`config.mk`:
```
export PLATFORM = sky130hd
export DESIGN_NAME = ledstream_rx
export DESIGN_NICKNAME = d
export VERILOG_FILES = /design/src/rtl/ledrx_pkg.sv /design/src/rtl/ledrx_rstsync.sv /design/src/rtl/ledrx_sync.sv /design/src/rtl/ledrx_timer.sv /design/src/rtl/ledrx_packer.sv /design/src/rtl/ledstream_rx.sv
export SDC_FILE = /design/constraint.sdc
export NUM_CORES = 1
export LEC_CHECK = 0
export BUFFER_PORTS_ARGS = -buffer_cell sky130_fd_sc_hd__buf_2
export CORE_MARGIN = 2
export CORE_UTILIZATION = 57
export CTS_BUF_LIST = sky130_fd_sc_hd__clkbuf_4 sky130_fd_sc_hd__clkbuf_8
export CTS_CLUSTER_DIAMETER = 60
export DETAILED_ROUTE_END_ITERATION = 12
export PLACE_DENSITY = 0.75
export SYNTH_ARGS = -nofsm -noshare
export SYNTH_HDL_FRONTEND = slang
export SYNTH_SLANG_ARGS = --single-unit
export TNS_END_PERCENT = 5
```
`constraint.sdc`:
```
create_clock -name clk -period 13.3 [get_ports clk]
set_input_delay 1.33 -clock clk [delete_from_list [all_inputs] [get_ports clk]]
set_output_delay 1.33 -clock clk [all_outputs]
set_load 0.02 [all_outputs]
```
`src/rtl/ledrx_pkg.sv`:
```
package ledrx_pkg;

  localparam int unsigned PIX_BITS_MAX = 32;

  typedef struct packed {
    logic valid;
    logic value;
  } bit_ev_t;

  // raw word: wide -> G[31:24] R[23:16] B[15:8] W[7:0]; narrow -> G[23:16] R[15:8] B[7:0]
  function automatic logic [31:0] swap_channels(input logic [31:0] raw, input logic wide);
    logic [31:0] res;
    if (wide) res = {raw[23:16], raw[31:24], raw[15:8], raw[7:0]};
    else      res = {8'h00, raw[15:8], raw[23:16], raw[7:0]};
    return res;
  endfunction

endpackage

```
`src/rtl/ledrx_rstsync.sv`:
```
module ledrx_rstsync (
  input  logic clk,
  input  logic rst_n,
  output logic rst_n_sync
);
  logic stage_q;

  always_ff @(posedge clk or negedge rst_n) begin
    if (!rst_n) begin
      stage_q    <= 1'b0;
      rst_n_sync <= 1'b0;
    end else begin
      stage_q    <= 1'b1;
      rst_n_sync <= stage_q;
    end
  end
endmodule

```
`src/rtl/ledrx_sync.sv`:
```
module ledrx_sync #(
  parameter int STAGES = 2
) (
  input  logic clk,
  input  logic rst_n,
  input  logic din,
  output logic s_line,
  output logic rise,
  output logic fall
);
  logic [STAGES-1:0] chain_q;
  logic              prev_q;

  generate
    if (STAGES == 1) begin : g_one
      always_ff @(posedge clk or negedge rst_n) begin
        if (!rst_n) chain_q <= '1;
        else        chain_q <= din;
      end
    end else begin : g_many
      always_ff @(posedge clk or negedge rst_n) begin
        if (!rst_n) chain_q <= '1;
        else        chain_q <= {chain_q[STAGES-2:0], din};
      end
    end
  endgenerate

  always_ff @(posedge clk or negedge rst_n) begin
    if (!rst_n) prev_q <= 1'b1;
    else        prev_q <= chain_q[STAGES-1];
  end

  assign s_line = chain_q[STAGES-1];
  assign rise   = s_line & ~prev_q;
  assign fall   = ~s_line & prev_q;
endmodule

```
`src/rtl/ledrx_timer.sv`:
```
module ledrx_timer
  import ledrx_pkg::*;
#(
  parameter int RST_CYC = 12500,
  parameter int FB_CYC  = 156,
  parameter int CW      = 14
) (
  input  logic    clk,
  input  logic    rst_n,
  input  logic    s_line,
  input  logic    rise,
  input  logic    fall,
  input  logic    word_empty,
  output bit_ev_t ev,
  output logic    flush,
  output logic    rst_strobe
);
  localparam logic [CW-1:0] CNT_MAX = '1;
  localparam logic [CW-1:0] FIRE_AT = CW'(RST_CYC + 1);
  localparam logic [CW-1:0] FB_LIM  = CW'(FB_CYC);

  logic          armed_q, armed_d;
  logic          watch_q, watch_d;
  logic          has_start_q, has_start_d;
  logic          has_mid_q, has_mid_d;
  logic          seen_q, seen_d;
  logic [CW-1:0] per_q, per_d;
  logic [CW-1:0] high_q, high_d;
  logic [CW-1:0] low_q, low_d;
  logic [CW-1:0] lastp_q, lastp_d;
  logic          rst_d;
  logic          rise_ok, fire, val_rise, val_tail;

  function automatic logic [CW-1:0] sat_inc(input logic [CW-1:0] v);
    return (v == CNT_MAX) ? v : v + CW'(1);
  endfunction

  always_comb begin
    armed_d     = armed_q;
    watch_d     = watch_q;
    has_start_d = has_start_q;
    has_mid_d   = has_mid_q;
    seen_d      = seen_q;
    per_d       = per_q;
    high_d      = high_q;
    low_d       = low_q;
    lastp_d     = lastp_q;

    rise_ok  = armed_q & rise & has_start_q & has_mid_q;
    val_rise = {high_q, 1'b0} > {1'b0, per_q};
    fire     = armed_q & watch_q & ~rise & (low_q == FIRE_AT);
    val_tail = word_empty ? (high_q >= FB_LIM) : ({high_q, 1'b0} >= {1'b0, lastp_q});

    ev.valid = rise_ok | (fire & has_start_q & has_mid_q);
    ev.value = rise_ok ? val_rise : val_tail;

    if (!armed_q) begin
      if (!s_line) begin
        armed_d = 1'b1;
        watch_d = 1'b1;
        low_d   = CW'(1);
      end
    end else if (rise) begin
      has_start_d = 1'b1;
      has_mid_d   = 1'b0;
      per_d       = CW'(1);
      watch_d     = 1'b0;
      if (rise_ok) lastp_d = per_q;
    end else begin
      per_d = sat_inc(per_q);
      if (fall) begin
        low_d   = CW'(1);
        watch_d = 1'b1;
        if (has_start_q) begin
          high_d    = per_q;
          has_mid_d = 1'b1;
        end
      end else begin
        low_d = sat_inc(low_q);
      end
      if (fire) begin
        has_start_d = 1'b0;
        has_mid_d   = 1'b0;
        watch_d     = 1'b0;
        seen_d      = 1'b1;
      end
    end

    rst_d = fire & seen_q;
  end

  assign flush = fire;

  always_ff @(posedge clk or negedge rst_n) begin
    if (!rst_n) begin
      armed_q     <= 1'b0;
      watch_q     <= 1'b0;
      has_start_q <= 1'b0;
      has_mid_q   <= 1'b0;
      seen_q      <= 1'b0;
      per_q       <= '0;
      high_q      <= '0;
      low_q       <= '0;
      lastp_q     <= '0;
      rst_strobe  <= 1'b0;
    end else begin
      armed_q     <= armed_d;
      watch_q     <= watch_d;
      has_start_q <= has_start_d;
      has_mid_q   <= has_mid_d;
      seen_q      <= seen_d;
      per_q       <= per_d;
      high_q      <= high_d;
      low_q       <= low_d;
      lastp_q     <= lastp_d;
      rst_strobe  <= rst_d;
    end
  end
endmodule

```
`src/rtl/ledrx_packer.sv`:
```
module ledrx_packer
  import ledrx_pkg::*;
(
  input  logic        clk,
  input  logic        rst_n,
  input  logic        wide,
  input  bit_ev_t     ev,
  input  logic        flush,
  output logic        word_empty,
  output logic        bit_strobe,
  output logic        bit_value,
  output logic        pix_valid,
  output logic [31:0] pix_data
);
  localparam int CNTW = $clog2(PIX_BITS_MAX + 1);

  logic [PIX_BITS_MAX-1:0] sh_q, sh_d;
  logic [CNTW-1:0]         cnt_q, cnt_d, need;
  logic                    done;
  logic [31:0]             pix_d;
  logic                    bitv_d;

  always_comb begin
    need   = wide ? CNTW'(32) : CNTW'(24);
    sh_d   = sh_q;
    cnt_d  = cnt_q;
    done   = 1'b0;
    bitv_d = bit_value;
    if (ev.valid) begin
      sh_d   = {sh_q[PIX_BITS_MAX-2:0], ev.value};
      bitv_d = ev.value;
      done   = (cnt_q + CNTW'(1)) >= need;
      cnt_d  = done ? '0 : cnt_q + CNTW'(1);
    end
    if (flush) cnt_d = '0;
    pix_d = done ? swap_channels(sh_d[31:0], wide) : pix_data;
  end

  assign word_empty = (cnt_q == '0);

  always_ff @(posedge clk or negedge rst_n) begin
    if (!rst_n) begin
      sh_q       <= '0;
      cnt_q      <= '0;
      bit_strobe <= 1'b0;
      bit_value  <= 1'b0;
      pix_valid  <= 1'b0;
      pix_data   <= '0;
    end else begin
      sh_q       <= sh_d;
      cnt_q      <= cnt_d;
      bit_strobe <= ev.valid;
      bit_value  <= bitv_d;
      pix_valid  <= done;
      pix_data   <= pix_d;
    end
  end
endmodule

```
`src/rtl/ledstream_rx.sv`:
```
module ledstream_rx
  import ledrx_pkg::*;
#(
  parameter int CLK_HZ      = 250_000_000,
  parameter int RST_NS      = 50_000,
  parameter int FB_NS       = 625,
  parameter int SYNC_STAGES = 2
) (
  input  logic        clk,
  input  logic        rst_n,
  input  logic        line_in,
  input  logic        mode_rgbw,
  output logic [31:0] pix_data,
  output logic        pix_valid,
  output logic        bit_strobe,
  output logic        bit_value,
  output logic        rst_strobe
);
  localparam longint NS_PER_S = 1_000_000_000;
  localparam int RST_CYC = int'((longint'(CLK_HZ) * longint'(RST_NS)) / NS_PER_S);
  localparam int FB_CYC  = int'((longint'(CLK_HZ) * longint'(FB_NS)) / NS_PER_S);
  localparam int CW      = $clog2(RST_CYC + 3);

  logic    rst_n_int;
  logic    s_line, rise, fall;
  logic    word_empty, flush;
  bit_ev_t ev;

  ledrx_rstsync u_rst (
    .clk        (clk),
    .rst_n      (rst_n),
    .rst_n_sync (rst_n_int)
  );

  ledrx_sync #(.STAGES(SYNC_STAGES)) u_sync (
    .clk    (clk),
    .rst_n  (rst_n_int),
    .din    (line_in),
    .s_line (s_line),
    .rise   (rise),
    .fall   (fall)
  );

  ledrx_timer #(.RST_CYC(RST_CYC), .FB_CYC(FB_CYC), .CW(CW)) u_timer (
    .clk        (clk),
    .rst_n      (rst_n_int),
    .s_line     (s_line),
    .rise       (rise),
    .fall       (fall),
    .word_empty (word_empty),
    .ev         (ev),
    .flush      (flush),
    .rst_strobe (rst_strobe)
  );

  ledrx_packer u_pack (
    .clk        (clk),
    .rst_n      (rst_n_int),
    .wide       (mode_rgbw),
    .ev         (ev),
    .flush      (flush),
    .word_empty (word_empty),
    .bit_strobe (bit_strobe),
    .bit_value  (bit_value),
    .pix_valid  (pix_valid),
    .pix_data   (pix_data)
  );
endmodule

```
== Yosys cells after proc, flatten, opt, wreduce, memory -nomap -nowiden ==
Cells that the tools add are included.
Storage, ports and cells
  register bits: 140
  input bits: 4
  output and inout port bits: 36
  logic and storage cells: 92
Operators by class
  add/sub/neg operators: 3
  order comparisons: 4
  equal/unequal tests: 8
  muxes and demuxes: 29
  bitwise operators: 15
  reduce and logical (&&, ||, !) cells: 13
Operators with widths (count)
  14-bit two-way mux: 7
  32-bit two-way mux: 2
  14-bit == test, second input constant: 3
  14-bit by 1-bit adder with 14-bit output, second input constant: 2
  6-bit two-way mux: 4
  1-bit two-way mux: 16
  15-bit by 14-bit greater-or-equal comparator with 1-bit output: 1
  15-bit by 14-bit > comparator with 1-bit output: 1
  14-bit by 8-bit greater-or-equal comparator with 1-bit output, second input constant: 1
  3-bit AND reduction: 4
  1-bit bitwise AND: 11
  6-bit by 1-bit adder with 6-bit output, second input constant: 1
  6-bit greater-or-equal comparator: 1
  6-bit logical NOT: 1
  2-bit AND reduction: 3
  3-bit nonzero test: 2
  2-bit by 1-bit inequality test with 1-bit output, second input constant: 2
  4-bit by 3-bit inequality test with 1-bit output, second input constant: 1
  4-bit AND reduction: 1
  2-bit nonzero test: 2
  3-bit inequality test, second input constant: 1
  1-bit inverter: 3
  2-bit inequality test, second input constant: 1
  1-bit OR: 1

== Logic depth before layout (Yosys ltp) ==
  depth in word-level cells: 10
  mapped depth: 10
  gate-level depth less buffers: 9

== Hierarchy ==
A second synthesis with hierarchy kept.
Second synthesis, totals
  cell total of the unflattened synthesis: 629
  area total of the unflattened synthesis: 6936.7 um2
Modules (own cells, without submodules)
  ledrx_timer: times used 1, cells an instance 375, area an instance 3562.2 um2
  ledrx_packer: times used 1, cells an instance 246, area an instance 3226.8 um2
  ledrx_sync: times used 1, cells an instance 5, area an instance 93.8 um2
  ledrx_rstsync: times used 1, cells an instance 3, area an instance 53.8 um2

== Least setup slack after synthesis ==
No wires, ideal clock.
  path kind: input port to flip-flop
  start: in mode_rgbw
  end: reg u_pack.pix_data[10]
  library setup time: 0.090 ns
  data arrival time: 3.463 ns
  required time: 13.210 ns
  path slack: 9.746 ns
  cell stages on the path: 9
  buffers on the path: 2
  cells stage by stage: clkbuf_1 > clkinv_1 > ha_1 > nand2_1 > o211ai_1 > and2_1 > clkbuf_1 > nand3_2 > o221ai_1
On the way
  cells in the longest elaborated chain, start to end: 3
Ends and longest elaborated chain
  from (decl): line ledstream_rx.sv:12  | input logic mode_rgbw,
  6-bit two-way mux: line ledrx_packer.sv:24  | need = wide ? CNTW'(32) : CNTW'(24);
  6-bit greater-or-equal comparator: line ledrx_packer.sv:32  | done = (cnt_q + CNTW'(1)) >= need;
  1-bit two-way mux: line ledrx_packer.sv:29  | if (ev.valid) begin
  to (signal assigned): line ledrx_packer.sv:55  | pix_data <= pix_d;
  to (decl): line ledrx_packer.sv:13  | output logic [31:0] pix_data
Several ways; a longest one is shown, not always the timed one.
A chain may end at the register's enable or synchronous reset.

== Worst setup path after layout ==
  start: reg u_sync.chain_q[1]
  end: reg u_pack.pix_data[13]
On the way
  cells in the longest elaborated chain, start to end: 9
Ends and longest elaborated chain
  from (decl): line ledrx_sync.sv:11  | logic [STAGES-1:0] chain_q;
  from (signal assigned): line ledrx_sync.sv:23  | else chain_q <= {chain_q[STAGES-2:0], din};
  1-bit bitwise AND (*): line ledrx_sync.sv:34  | assign rise = s_line & ~prev_q;
  net rise: line ledstream_rx.sv:25  | logic s_line, rise, fall;
  1-bit inverter: line ledrx_timer.sv:51  | fire = armed_q & watch_q & ~rise & (low_q == FIRE_AT);
  1-bit bitwise AND (2 in a row): line ledrx_timer.sv:51
  1-bit bitwise AND (2 in a row): line ledrx_timer.sv:54  | ev.valid = rise_ok | (fire & has_start_q & has_mid_q);
  1-bit OR (*): line ledrx_timer.sv:54
  32-bit two-way mux: line ledrx_packer.sv:29
  32-bit two-way mux: line ledrx_pkg.sv:13  | if (wide) res = {raw[23:16], raw[31:24], raw[15:8], raw[7:0]};
Mark *: on every way through the listed nets, which the timed path passes. The rest lies on a longest branch.

==> flow_metrics.tcl <==
set metrics [dict create \
    status "completed" \
    synth_cells 644 \
    yosysTopAreaCellShare_pct 50.4 \
    worstMarginPinSlew_ns 1.26 \
    sequential_cell_area_um2 3490 \
    antenna_found_initial 0 \
    grt_first_pass_wirelength_um 22900 \
    io_buffer_count 39 \
    p_switching_w 0.000359 \
    synth_nets 685 \
    worstSetupPathType "flop to flop" \
    ir_worst_vdd_mv 0.116 \
    core-area_um2 11500 \
    gp_congestion 0.862 \
    hold_path_class "flop to asynchronous set/reset pin" \
    insertion_delay_ns 0.46 \
    vias 4903 \
    ant_nets 0 \
    pin_count 40 \
    synth_xor_area_share_pct 2.07 \
    nNetsFinal 720 \
    post-cts-setup-buffers 0 \
    path_cells "ha_1, and2_0, o21a_2, nand3_2, o221ai_1" \
    pwr_density_cell_nw_per_um2 151 \
    async_reset_ff_share_pct 100 \
    clock-sinks 139 \
    fmax_mhz 279 \
    synth_edf_count 0 \
    fillers 907 \
    slew_violations 0 \
    synth_top_family_by_area "simple AND/OR/NAND/NOR gates" \
    syn_avg_cell_area_um2 10.5 \
    cp.arrival_ns 3.94 \
    multiInputGateArea_um2 2960 \
    max_slew_margin_pct 15.3 \
    synth_adder_area_share_pct 6.85 \
    critPathMaxFanout 46 \
    rsz0062_at_grt "false" \
    area_delta_synth_final_pct 9.93 \
    pwr-share-comb_pct 20.9 \
    drc 0 \
    crit_path_end_kind "flop" \
    design_area_um2 7420 \
    hold_viol 0 \
    clock_power_share_pct 31.0 \
    ys_seq_area_share_pct 51.6 \
    cp_top_family "compound AO/OA/AOI/OAI gates" \
    slowest_stage "o21a_2" \
    synth_area_leaders "dfrtp_1 (50%), ha_1 (6.9%), nand2_1 (4.2%)" \
    yosys-top-cells-count "dfrtp_1 (136), nand2_1 (75), inv_1 (51)" \
    ys_types 61 \
    first_pass_iters 5 \
    ys_ff_latch 139 \
    yosys_warnings 0 \
    grt_max_degree 91 \
    die_h_um 113 \
    drv_cap 0 \
    fp-row-count 39 \
    yosysMostFrequentCell "dfrtp_1" \
    dieArea_um2 12700 \
    finalClockSkew_ns 0.0182 \
    grt_overflow 0 \
    drive_above_1_share_pct 12.3 \
    cts_root_buf "clkbuf_8" \
    synth_compound_area_share_pct 13.0 \
    netSwitchingFraction_pct 32.0 \
    layout_min_cycle_time_ns 3.58 \
    fp.dieW_um 113 \
    setup_viol 0 \
    drt-initial-drc-count 469 \
    synth_ff_type "dfrtp_1" \
    place_area_um2 7020 \
    crit_buf_inv 0 \
    initial_utilization_pct 58.9 \
    grt_pass1_vias 4870 \
    required_ns 13.66 \
    wirelength_um 13300 \
    grt_usage_pct 22.3 \
    cts_made_buffers 17 \
    leakage_nw 3.54 \
    synth.area.mux_share_pct 6.04 \
    path_clk_slew_ns 0.08 \
    vias_per_cell 5.87 \
    hold_buffers 0 \
    synth_top_area_cell "dfrtp_1" \
    routedWlPerCell_um 16.0 \
    n_antenna_cell 0 \
    setup-tns-final_ns 0 \
    synthSimpleGateAreaFrac_pct 15.5 \
    internal-power_w 0.000764 \
    syn_area_um2 6750 \
    fin_crit_sh_pct 26.9 \
    p_seq_share_pct 48.1 \
    cts-htree-levels 4 \
    cts_tree "yes" \
    cts_resized 0 \
    critPathLaunchType "flop" \
    hpwl_um 9220 \
    clk_path_buf_depth 2 \
    cpPeakStageDelay_ns 1.04 \
]
flip-flops by register name, indices dropped and copies added (netlist names), 2 cells and up:
register and count:
u_pack.cnt_q 6, u_pack.pix_data 32, u_timer.lastp_q 14, u_timer.high_q 14, u_timer.low_q 14, u_pack.sh_q 31, u_sync.chain_q 2, u_timer.per_q 14
worst paths after layout:
path / from / endpoint / slack [ns] / cells after the start
worst max-delay path: u_sync.chain_q[1] / u_pack.pix_data[13] / 9.72 / 5
worst min-delay path: u_rst.rst_n_sync / u_pack.sh_q[2] / 0.35 / 0
worst max register to register: u_sync.chain_q[1] / u_pack.pix_data[13] / 9.72 / 5
worst min register to register: u_rst.rst_n_sync / u_pack.sh_q[2] / 0.35 / 0
max in group asynchronous: u_rst.rst_n_sync / u_pack.cnt_q[3] / 11.42 / 1
min in group clk: u_sync.chain_q[0] / u_sync.chain_q[1] / 0.36 / 0
power by group through the flow:
stage,Clock (W),Sequential (W),Combinational (W)
6_report,0.000348,0.000540,0.000235
5_1_grt,0.000373,0.000551,0.000264
4_1_cts,0.000357,0.000540,0.000237
3_5_place_dp,0,0.000549,0.000235
3_3_place_gp,0,0.000545,0.000228
2_1_floorplan,0,0.000556,0.000154
per-stage QoR:
| stage | hold WS (ns) | instances | power [W] | utilization (%) | setup WS [ns] |
|---|---|---|---|---|---|
| after floorplan | 0.331 | 644 | 0.000711 | - | 9.15 |
| final | 0.345 | 835 | 0.00112 | 64.7 | 9.72 |
| after global placement | 0.338 | 803 | 0.000774 | 61.2 | 9.32 |
| after detailed placement | 0.340 | 803 | 0.000784 | 61.2 | 9.24 |
| after CTS | 0.356 | 835 | 0.00113 | 64.7 | 9.67 |
| after global routing | 0.360 | 835 | 0.00119 | 64.7 | 9.42 |
layer usage:
metal	GRT usage [%]	vias up	wire length, um
met4	9.27	0	238
met2	35.8	93	6520
met3	5.68	22	532
met1	29.1	2410	6060
li1	-	2378	-
met5	0	-	0
worst reg2reg max path, cell delays in order, from the launching register on:
cell      delay, ns
dfstp_2        0.58
ha_1           0.39
and2_0         0.75
o21a_2         1.04
nand3_2        0.43
o221ai_1       0.30
cells in the final DEF, fill, tap and decap left out, types with 8 or more instances in the layout:
master | netlist | routed
dfrtp_1 | 136 | 135
clkbuf_8 | 0 | 18
o31ai_1 | 13 | 13
o211ai_1 | 13 | 13
nor3_1 | 8 | 8
o221ai_1 | 8 | 8
o21ai_0 | 43 | 43
nand4_1 | 16 | 16
a21oi_1 | 20 | 20
buf_2 | 2 | 39
and3_1 | 8 | 8
nand3_1 | 21 | 21
nand2_1 | 75 | 75
mux2_1 | 21 | 21
nor2_1 | 26 | 26
ha_1 | 37 | 37
xnor2_1 | 15 | 15
mux2i_1 | 16 | 16
inv_1 | 51 | 51
cells by family (layout without fill, tap and decap cells):
| family | count (synthesis) | after routing |
|---|---|---|
| multiplexers | 38 | 38 |
| other | 1 | 1 |
| XOR/XNOR | 16 | 16 |
| buffers and inverters | 76 | 124 |
| flip-flops | 139 | 139 |
| AND/OR/NAND/NOR | 202 | 202 |
| AO/OA/AOI/OAI | 135 | 135 |
| adder cells (fa/ha/maj) | 37 | 37 |
area by class of cell:
| class | instances | area share, % |
|---|---|---|
| clock inverter | 11 | 1.82 |
| inverter | 52 | 2.63 |
| timing repair buffer | 40 | 2.73 |
| multi-input combinational | 429 | 39.8 |
| sequential | 139 | 46.9 |
| tap | 143 | 2.41 |
| clock buffer | 21 | 3.64 |
No activity file was read; power rests on OpenSTA's default activity.
